--- src/rtl/pixbus_pkg.sv ---
// Package: shared widths, register addresses and bus sample type for the
// coordinate-addressed pixel port. Assumes an 8-bit data, 3-bit address bus.
package pixbus_pkg;
    localparam int BUS_AW = 3;
    localparam int BUS_DW = 8;

    typedef enum logic [BUS_AW-1:0] {
        RA_COL_LO  = 3'd0,
        RA_COL_HI  = 3'd1,
        RA_ROW     = 3'd2,
        RA_PIXEL   = 3'd3,
        RA_CTRL    = 3'd4,
        RA_SCROLL  = 3'd5
    } reg_addr_e;

    // One sample of the asynchronous processor bus
    typedef struct packed {
        logic              cs;
        logic              we_n;
        logic [BUS_AW-1:0] addr;
        logic [BUS_DW-1:0] data;
    } bus_smp_t;

    // Control bit positions
    localparam int CB_ADVANCE = 0;
    localparam int CB_HIRES   = 1;
    localparam int CB_IRQEN   = 2;
    localparam int CB_VBLANK  = 3;
endpackage

--- src/rtl/pixbus_sync.sv ---
// Module: pixbus_sync
// Brings the asynchronous processor bus into the clock domain through a chain
// of SYNC_STAGES sample registers, then reports a write event (a rising edge
// of the write strobe under chip select) and a read event (chip select
// dropping with no write seen while it was high). Assumes address and data
// stay valid for a few clocks around the strobe edges.
module pixbus_sync
    import pixbus_pkg::*;
#(
    parameter int SYNC_STAGES = 3
) (
    input  logic              clk,
    input  logic              rst_n,
    input  logic              bus_cs,
    input  logic              bus_we_n,
    input  logic [BUS_AW-1:0] bus_addr,
    input  logic [BUS_DW-1:0] bus_wdata,
    output logic              wr_evt,
    output logic              rd_evt,
    output logic [BUS_AW-1:0] ev_addr,
    output logic [BUS_DW-1:0] ev_data
);
    localparam int LAST = SYNC_STAGES - 1;

    bus_smp_t chain [SYNC_STAGES];
    logic     wrote_q;
    bus_smp_t newer, older;

    // First stage samples the raw bus
    always_ff @(posedge clk) begin
        if (!rst_n) chain[0] <= '{cs: 1'b0, we_n: 1'b1, addr: '0, data: '0};
        else        chain[0] <= '{cs: bus_cs, we_n: bus_we_n, addr: bus_addr, data: bus_wdata};
    end

    // Remaining stages shift the sample along
    for (genvar g = 1; g < SYNC_STAGES; g++) begin : g_stage
        always_ff @(posedge clk) begin
            if (!rst_n) chain[g] <= '{cs: 1'b0, we_n: 1'b1, addr: '0, data: '0};
            else        chain[g] <= chain[g-1];
        end
    end

    assign newer = chain[LAST-1];
    assign older = chain[LAST];

    // Remember that this chip-select window carried a write
    always_ff @(posedge clk) begin
        if (!rst_n)         wrote_q <= 1'b0;
        else if (!older.cs) wrote_q <= 1'b0;
        else if (!older.we_n) wrote_q <= 1'b1;
    end

    assign wr_evt  = older.cs && !older.we_n && newer.we_n;
    assign rd_evt  = older.cs && !newer.cs && older.we_n && !wrote_q;
    assign ev_addr = older.addr;
    assign ev_data = older.data;
endmodule

--- src/rtl/pixbus_regs.sv ---
// Module: pixbus_regs
// Holds the column, row, scroll and control registers, steps the column on
// pixel accesses, forms the linear memory address, raises memory write and
// prefetch triggers, drives the read mux and the vertical-blank interrupt.
// Assumes at most one bus event per cycle and vblank_in in the clock domain.
module pixbus_regs
    import pixbus_pkg::*;
#(
    parameter int COL_W     = 9,
    parameter int ROW_W     = 8,
    parameter int ROW_BYTES = 400,
    parameter int MEM_AW    = 17
) (
    input  logic              clk,
    input  logic              rst_n,
    input  logic              wr_evt,
    input  logic              rd_evt,
    input  logic [BUS_AW-1:0] ev_addr,
    input  logic [BUS_DW-1:0] ev_data,
    input  logic [BUS_AW-1:0] bus_addr,
    output logic [BUS_DW-1:0] bus_rdata,
    input  logic [BUS_DW-1:0] pix_hold,
    input  logic              vblank_in,
    output logic              irq_n,
    output logic              hires_mode,
    output logic [ROW_W-1:0]  scroll_rows,
    output logic [MEM_AW-1:0] cur_addr,
    output logic              wr_set,
    output logic [MEM_AW-1:0] wr_addr,
    output logic [BUS_DW-1:0] wr_data,
    output logic              pf_set
);
    localparam int HI_W = COL_W - BUS_DW;

    logic [COL_W-1:0] col_q;
    logic [ROW_W-1:0] row_q, scr_q;
    logic [2:0]       ctrl_q;
    logic             vb_q, irq_q;
    logic             px_evt, ctrl_wr, vb_rise, ptr_wr;
    logic [ROW_W-1:0] eff_row;

    assign px_evt  = (wr_evt || rd_evt) && (ev_addr == RA_PIXEL);
    assign ctrl_wr = wr_evt && (ev_addr == RA_CTRL);
    assign ptr_wr  = wr_evt && (ev_addr == RA_COL_LO || ev_addr == RA_COL_HI ||
                                ev_addr == RA_ROW    || ev_addr == RA_SCROLL);
    assign vb_rise = vblank_in && !vb_q;

    // Register writes and column advance
    always_ff @(posedge clk) begin
        if (!rst_n) begin
            col_q  <= '0;
            row_q  <= '0;
            scr_q  <= '0;
            ctrl_q <= '0;
        end else if (wr_evt) begin
            case (ev_addr)
                RA_COL_LO: col_q[BUS_DW-1:0]     <= ev_data;
                RA_COL_HI: col_q[COL_W-1:BUS_DW] <= ev_data[HI_W-1:0];
                RA_ROW:    row_q                 <= ev_data[ROW_W-1:0];
                RA_SCROLL: scr_q                 <= ev_data[ROW_W-1:0];
                RA_CTRL:   ctrl_q                <= ev_data[2:0];
                RA_PIXEL:  if (ctrl_q[CB_ADVANCE]) col_q <= col_q + COL_W'(1);
                default:   ;
            endcase
        end else if (px_evt && ctrl_q[CB_ADVANCE]) begin
            col_q <= col_q + COL_W'(1);
        end
    end

    // Linear address: wrapped effective row times row pitch plus column
    assign eff_row  = row_q + scr_q;
    assign cur_addr = MEM_AW'(eff_row) * MEM_AW'(ROW_BYTES) + MEM_AW'(col_q);

    // Triggers towards the memory sequencer (one cycle after the event)
    always_ff @(posedge clk) begin
        if (!rst_n) begin
            wr_set  <= 1'b0;
            pf_set  <= 1'b0;
            wr_addr <= '0;
            wr_data <= '0;
        end else begin
            wr_set <= wr_evt && (ev_addr == RA_PIXEL);
            pf_set <= px_evt || ptr_wr;
            if (wr_evt && ev_addr == RA_PIXEL) begin
                wr_addr <= cur_addr;
                wr_data <= ev_data;
            end
        end
    end

    // Vertical-blank edge memory and interrupt flag
    always_ff @(posedge clk) begin
        if (!rst_n) begin
            vb_q  <= 1'b0;
            irq_q <= 1'b0;
        end else begin
            vb_q <= vblank_in;
            if (ctrl_wr || !ctrl_q[CB_IRQEN]) irq_q <= 1'b0;
            else if (vb_rise)                 irq_q <= 1'b1;
        end
    end

    assign irq_n       = !irq_q;
    assign hires_mode  = ctrl_q[CB_HIRES];
    assign scroll_rows = scr_q;

    // Read mux on the live bus address
    always_comb begin
        bus_rdata = '0;
        case (bus_addr)
            RA_COL_LO: bus_rdata = col_q[BUS_DW-1:0];
            RA_COL_HI: bus_rdata = BUS_DW'(col_q[COL_W-1:BUS_DW]);
            RA_ROW:    bus_rdata = BUS_DW'(row_q);
            RA_PIXEL:  bus_rdata = pix_hold;
            RA_CTRL:   bus_rdata = {4'b0000, vblank_in, ctrl_q};
            RA_SCROLL: bus_rdata = BUS_DW'(scr_q);
            default:   bus_rdata = '0;
        endcase
    end

    AST_COL_ADVANCE: assert property (@(posedge clk) disable iff (!rst_n)
        (px_evt && ctrl_q[CB_ADVANCE]) |=> (col_q == $past(col_q) + COL_W'(1)) && $stable(row_q));
    AST_PTR_KEEP: assert property (@(posedge clk) disable iff (!rst_n)
        (px_evt && !ctrl_q[CB_ADVANCE]) |=> ($stable(col_q) && $stable(row_q)));
    AST_IRQ_CLEAR: assert property (@(posedge clk) disable iff (!rst_n)
        ctrl_wr |=> irq_n);
    AST_IRQ_RAISE: assert property (@(posedge clk) disable iff (!rst_n)
        (vb_rise && ctrl_q[CB_IRQEN] && !ctrl_wr) |=> !irq_n);
endmodule

--- src/rtl/pixbus_memreq.sv ---
// Module: pixbus_memreq
// Queues one pending write and one pending prefetch, issues them one at a
// time to the arbiter (write first) and holds each request until the
// acknowledge. Read data lands in the pixel holding latch. Assumes the
// arbiter acknowledges for exactly one cycle and only while requested.
module pixbus_memreq
    import pixbus_pkg::*;
#(
    parameter int MEM_AW = 17
) (
    input  logic              clk,
    input  logic              rst_n,
    input  logic              wr_set,
    input  logic [MEM_AW-1:0] wr_addr,
    input  logic [BUS_DW-1:0] wr_data,
    input  logic              pf_set,
    input  logic [MEM_AW-1:0] cur_addr,
    output logic              mem_req,
    output logic              mem_we,
    output logic [MEM_AW-1:0] mem_addr,
    output logic [BUS_DW-1:0] mem_wdata,
    input  logic [BUS_DW-1:0] mem_rdata,
    input  logic              mem_ack,
    output logic [BUS_DW-1:0] pix_hold
);
    logic              wr_pend, pf_pend, busy;
    logic [MEM_AW-1:0] wq_addr;
    logic [BUS_DW-1:0] wq_data;
    logic              issue_wr, issue_pf;

    assign issue_wr = !busy && wr_pend;
    assign issue_pf = !busy && !wr_pend && pf_pend;

    // Pending flags and queued write
    always_ff @(posedge clk) begin
        if (!rst_n) begin
            wr_pend <= 1'b0;
            pf_pend <= 1'b0;
            wq_addr <= '0;
            wq_data <= '0;
        end else begin
            wr_pend <= wr_set || (wr_pend && !issue_wr);
            pf_pend <= pf_set || (pf_pend && !issue_pf);
            if (wr_set) begin
                wq_addr <= wr_addr;
                wq_data <= wr_data;
            end
        end
    end

    // Request issue, hold until acknowledge, read-data capture
    always_ff @(posedge clk) begin
        if (!rst_n) begin
            busy      <= 1'b0;
            mem_req   <= 1'b0;
            mem_we    <= 1'b0;
            mem_addr  <= '0;
            mem_wdata <= '0;
            pix_hold  <= '0;
        end else if (busy) begin
            if (mem_ack) begin
                busy    <= 1'b0;
                mem_req <= 1'b0;
                if (!mem_we) pix_hold <= mem_rdata;
            end
        end else if (issue_wr) begin
            busy      <= 1'b1;
            mem_req   <= 1'b1;
            mem_we    <= 1'b1;
            mem_addr  <= wq_addr;
            mem_wdata <= wq_data;
        end else if (issue_pf) begin
            busy     <= 1'b1;
            mem_req  <= 1'b1;
            mem_we   <= 1'b0;
            mem_addr <= cur_addr;
        end
    end

    AST_REQ_HOLD: assert property (@(posedge clk) disable iff (!rst_n)
        (mem_req && !mem_ack) |=> (mem_req && $stable(mem_addr) && $stable(mem_we) && $stable(mem_wdata)));
    AST_REQ_DROP: assert property (@(posedge clk) disable iff (!rst_n)
        (mem_req && mem_ack) |=> !mem_req);
endmodule

--- src/rtl/pixbus_slave.sv ---
// Module: pixbus_slave (top)
// Coordinate-addressed pixel port: processor bus synchroniser, register
// block and memory request sequencer. Assumes the processor holds address
// and data for a few clocks around its strobe edges.
module pixbus_slave
    import pixbus_pkg::*;
#(
    parameter int COL_W       = 9,
    parameter int ROW_W       = 8,
    parameter int ROW_BYTES   = 400,
    parameter int MEM_AW      = 17,
    parameter int SYNC_STAGES = 3
) (
    input  logic              clk,
    input  logic              rst_n,
    input  logic              bus_cs,
    input  logic              bus_we_n,
    input  logic [2:0]        bus_addr,
    input  logic [7:0]        bus_wdata,
    output logic [7:0]        bus_rdata,
    input  logic              vblank_in,
    output logic              irq_n,
    output logic              hires_mode,
    output logic [ROW_W-1:0]  scroll_rows,
    output logic              mem_req,
    output logic              mem_we,
    output logic [MEM_AW-1:0] mem_addr,
    output logic [7:0]        mem_wdata,
    input  logic [7:0]        mem_rdata,
    input  logic              mem_ack
);
    logic              wr_evt, rd_evt;
    logic [BUS_AW-1:0] ev_addr;
    logic [BUS_DW-1:0] ev_data;
    logic [BUS_DW-1:0] pix_hold;
    logic [MEM_AW-1:0] cur_addr, wr_addr;
    logic [BUS_DW-1:0] wr_data;
    logic              wr_set, pf_set;

    pixbus_sync #(.SYNC_STAGES(SYNC_STAGES)) u_sync (
        .clk(clk), .rst_n(rst_n),
        .bus_cs(bus_cs), .bus_we_n(bus_we_n), .bus_addr(bus_addr), .bus_wdata(bus_wdata),
        .wr_evt(wr_evt), .rd_evt(rd_evt), .ev_addr(ev_addr), .ev_data(ev_data)
    );

    pixbus_regs #(.COL_W(COL_W), .ROW_W(ROW_W), .ROW_BYTES(ROW_BYTES), .MEM_AW(MEM_AW)) u_regs (
        .clk(clk), .rst_n(rst_n),
        .wr_evt(wr_evt), .rd_evt(rd_evt), .ev_addr(ev_addr), .ev_data(ev_data),
        .bus_addr(bus_addr), .bus_rdata(bus_rdata), .pix_hold(pix_hold),
        .vblank_in(vblank_in), .irq_n(irq_n), .hires_mode(hires_mode),
        .scroll_rows(scroll_rows), .cur_addr(cur_addr),
        .wr_set(wr_set), .wr_addr(wr_addr), .wr_data(wr_data), .pf_set(pf_set)
    );

    pixbus_memreq #(.MEM_AW(MEM_AW)) u_mem (
        .clk(clk), .rst_n(rst_n),
        .wr_set(wr_set), .wr_addr(wr_addr), .wr_data(wr_data),
        .pf_set(pf_set), .cur_addr(cur_addr),
        .mem_req(mem_req), .mem_we(mem_we), .mem_addr(mem_addr), .mem_wdata(mem_wdata),
        .mem_rdata(mem_rdata), .mem_ack(mem_ack), .pix_hold(pix_hold)
    );
endmodule

--- config.mk ---
export PLATFORM = sky130hd
export DESIGN_NAME = pixbus_slave
export DESIGN_NICKNAME = d
export VERILOG_FILES = /design/src/rtl/pixbus_pkg.sv /design/src/rtl/pixbus_sync.sv /design/src/rtl/pixbus_regs.sv /design/src/rtl/pixbus_memreq.sv /design/src/rtl/pixbus_slave.sv
export SDC_FILE = /design/constraint.sdc
export NUM_CORES = 1
export LEC_CHECK = 0
export BUFFER_PORTS_ARGS = -buffer_cell sky130_fd_sc_hd__clkbuf_2
export CAP_MARGIN = 30
export CORE_UTILIZATION = 45
export CTS_CLUSTER_DIAMETER = 30
export DETAILED_ROUTE_END_ITERATION = 6
export GPL_ROUTABILITY_DRIVEN = 0
export MAX_ROUTING_LAYER = met4
export SLEW_MARGIN = 20
export SYNTH_ARGS = -nofsm -noshare
export SYNTH_HDL_FRONTEND = slang
export SYNTH_HIERARCHICAL = 1
export SYNTH_SLANG_ARGS = --single-unit
--- constraint.sdc ---
create_clock -name clk -period 9.7 [get_ports clk]
set_clock_uncertainty 0.1 [all_clocks]
set_input_delay 0.485 -clock clk [delete_from_list [all_inputs] [get_ports clk]]
set_output_delay 0.485 -clock clk [all_outputs]
set_load 0.01 [all_outputs]
==> qor.yml <==
drt:
  viasPerCell: 5.37
  vias: 5827
  drtIter0Drc: 385
  post_drt_wl_per_cell_um: 16.0
  ant_nets: 0
  dr.pass1.iters: 5
  drc: 0
  wirelength_um: 17300
floorplan:
  die-area_um2: 17400
  coreArea_um2: 16500
  initial_core_util_pct: 45.9
  rows: 47
  die_x_um: 132
  die_h_um: 132
  io_pins: 70
power_and_ir_drop:
  p_per_area_nw_per_um2: 161
  power_mw: 1.37
  p_leak_nw: 3.51
  vdd_drop_max_v: 0.000135
placement:
  place_hpwl_um: 12200
  dpl_cell_area_um2: 7900
  io_buffers: 69
synthesis:
  synthArstFlopShare_pct: 0
  ys_types: 66
  syn_nets: 889
  ys.flop_type: "dfxtp_1"
  synth_warnings: 6
  postSynthAreaPerCell_um2: 9.28
  synth_edf_count: 0
  ys_seq_elements: 160
  synth-seq-area-share_pct: 42.2
  synthCells: 818
  synthesis.area_um2: 7590
worst_setup_path:
  crit_chain: "ha_1, fa_1, a21oi_1, nor2_1, nor2_1, xnor2_1, ha_1, ha_1, inv_1, fa_1, inv_1, ha_1, and3_1, a221oi_1, o2bb2ai_1, or4b_4, or4_4, nand2_1, o221a_2"
  cp_data_required_time_ns: 9.96
  cp_max_fo: 10
  worst-r2r-cell-count: 19
  r2r_start: "u_regs/scroll_rows[0]"
  cp_slowest_stage_delay_ns: 0.56
  slowest_stage: "or4b_4"
  rr_endpoint: "u_mem/mem_addr[16]"
  cpMostUsedCell: "ha_1"
  crit_path_start: "u_regs/scroll_rows[0]"
  arrival_ns: 5.71
  cp-end-kind: "flip-flop"
  cp-start-kind: "flip-flop"
  path_class: "flip-flop to flip-flop"
  ff2ff_setup_slack_ns: 4.25
worst_hold_path:
  hold_path.class: "input port to flip-flop"
  hp-start: "bus_we_n"
  min_to: "u_sync/chain[0][11]"
  whs_path_depth: 2
timing:
  setup_viol: 0
  rsz0062_at_grt: "false"
  finalSetupTns_ns: 0
  tightest_slew_ns: 0.913
  min_period_ns: 5.45
  max-slew-margin-rel_pct: 39.0
  fin_crit_sh_pct: 56.2
  max_freq_mhz: 184
  fin_hold_ws_ns: 0.148
  final_max_slew_viol_count: 0
  final-hold-violation-count: 0
cells_and_area:
  final_cell_area_um2: 8490
  area_delta_synth_final_pct: 11.9
  final_cell_mix: "dfxtp_1, nand2_1, nor2_1"
  layout_commonest_cell: "dfxtp_1"
  n_antenna_cell: 0
  nNetsFinal: 924
  n_fill_cell: 1502
  final_layout_size_suffix_gt1_share_pct: 18.0
cts:
  ctsRootBufferMaster: "clkbuf_16"
  clk_pin_slew_ns: 0.06
  insertion_delay_ns: 0.42
  cts_sinks: 160
  h-tree-depth: 4
  postCtsSetupBuffers: 0
  ctsResizeCount: 0
  cts_buffer_depth: 2
  cts_tree: "yes"
  cts_buffers: 17
  hold_buffers: 0
global_routing:
  grt_pass1_vias: 5742
  antenna_found_initial: 0
  grt_pass1_wl_um: 29000
  overflow: 0
  track_usage_pct: 21.6
  grt_max_degree: 50
run_status:
  status: "finished clean"
flow_run:
  cap_violations: 0
## stage by stage
step,instances,worst slack (ns),util [%]
4_1_cts,1085,4.31,51.4
3_5_place_dp,1054,4.35,47.8
2_1_floorplan,818,4.59,-
3_3_place_gp,1051,4.44,47.6
5_1_grt,1085,3.96,51.4
6_report,1085,4.25,51.4
## final cells by class
| cell class | instances | area, um2 | area share (%) |
|---|---|---|---|
| Clock buffer | 18 | 439 | 5.17 |
| Tap cell | 220 | 275 | 3.24 |
| Sequential cell | 160 | 3200 | 37.7 |
| Multi-Input combinational cell | 570 | 3900 | 45.9 |
| Timing Repair Buffer | 76 | 413 | 4.86 |
| Inverter | 28 | 105 | 1.24 |
| Clock inverter | 13 | 154 | 1.81 |
## worst max-delay path by stage
stage / to / slack, ns / depth (start not counted)
2_1_floorplan: u_mem/mem_addr[16] / 4.59 / 20
3_3_place_gp: u_mem/mem_addr[16] / 4.44 / 19
3_5_place_dp: u_mem/mem_addr[16] / 4.35 / 19
4_1_cts: u_mem/mem_addr[16] / 4.31 / 19
5_1_grt: u_mem/mem_addr[16] / 3.96 / 19
6_report: u_mem/mem_addr[16] / 4.25 / 19
## state kept, by name, indices dropped and copies added (netlist names), 3 cells and up
name / cells
u_sync/chain: 39
u_mem/mem_addr: 17
u_mem/wq_addr: 17
u_regs/wr_addr: 17
u_regs/col_q: 9
u_mem/mem_wdata: 8
u_mem/pix_hold: 8
u_mem/wq_data: 8
u_regs/row_q: 8
u_regs/scroll_rows: 8
u_regs/wr_data: 8
u_regs/ctrl_q: 3
## cells in the mapped netlist, types with 10 or more instances
master / number / area, um2
clkbuf_1: 22 / 82.6
buf_4: 19 / 143
ha_1: 41 / 513
o21ai_0: 22 / 110
o221a_2: 17 / 191
xor2_1: 10 / 87.6
xnor2_1: 12 / 105
a21oi_1: 55 / 275
nor2_1: 75 / 282
dfxtp_1: 160 / 3200
a22oi_1: 10 / 75.1
o21a_1: 19 / 143
and3_1: 10 / 62.6
inv_1: 27 / 101
and2_1: 32 / 200
mux2i_1: 50 / 500
buf_6: 11 / 124
nand3_1: 12 / 60.1
nand2_1: 94 / 353
## logic make-up (layout without fill, tap and decap cells)
kind of cell             Yosys count  in the layout  share of synthesized area (%)
buffers and inverters             88            135                           6.50
AND/OR/NAND/NOR                  272            272                           17.4
adder cells (fa/ha/maj)           46             46                           8.08
multiplexers                      55             55                           7.34
AO/OA/AOI/OAI                    175            175                           15.9
flip-flops                       160            160                           42.2
XOR/XNOR                          22             22                           2.54
## where the power goes
group | internal [mW] | switching [mW] | total [mW] | leakage [nW]
registers | 0.664 | 0.00397 | 0.668 | 1.30
logic | 0.0125 | 0.0201 | 0.0326 | 1.94
clock network | 0.389 | 0.276 | 0.666 | 0.278
total | 1.07 | 0.300 | 1.37 | 3.51
## worst max-delay path, delay by kind of cell, from the launching register on
family | cells | cell delay [ns]
compound gates | 4 | 0.85
flops | 1 | 0.35
buf+inv | 2 | 0.09
simple gates | 6 | 1.61
fa+ha+maj | 6 | 2.16
xor+xnor | 1 | 0.22
## per-layer routing
layer | part of all wire, % | vias up | GRT usage [%] | wire, um
li1 | - | 2886 | - | -
met3 | 4.7 | 17 | 4.65 | 820
met5 | 0 | - | - | 0
met2 | 46 | 155 | 34.3 | 7960
met1 | 48 | 2769 | 27.6 | 8320
met4 | 1.4 | 0 | 6.33 | 239
No activity file was read; power rests on OpenSTA's default activity.
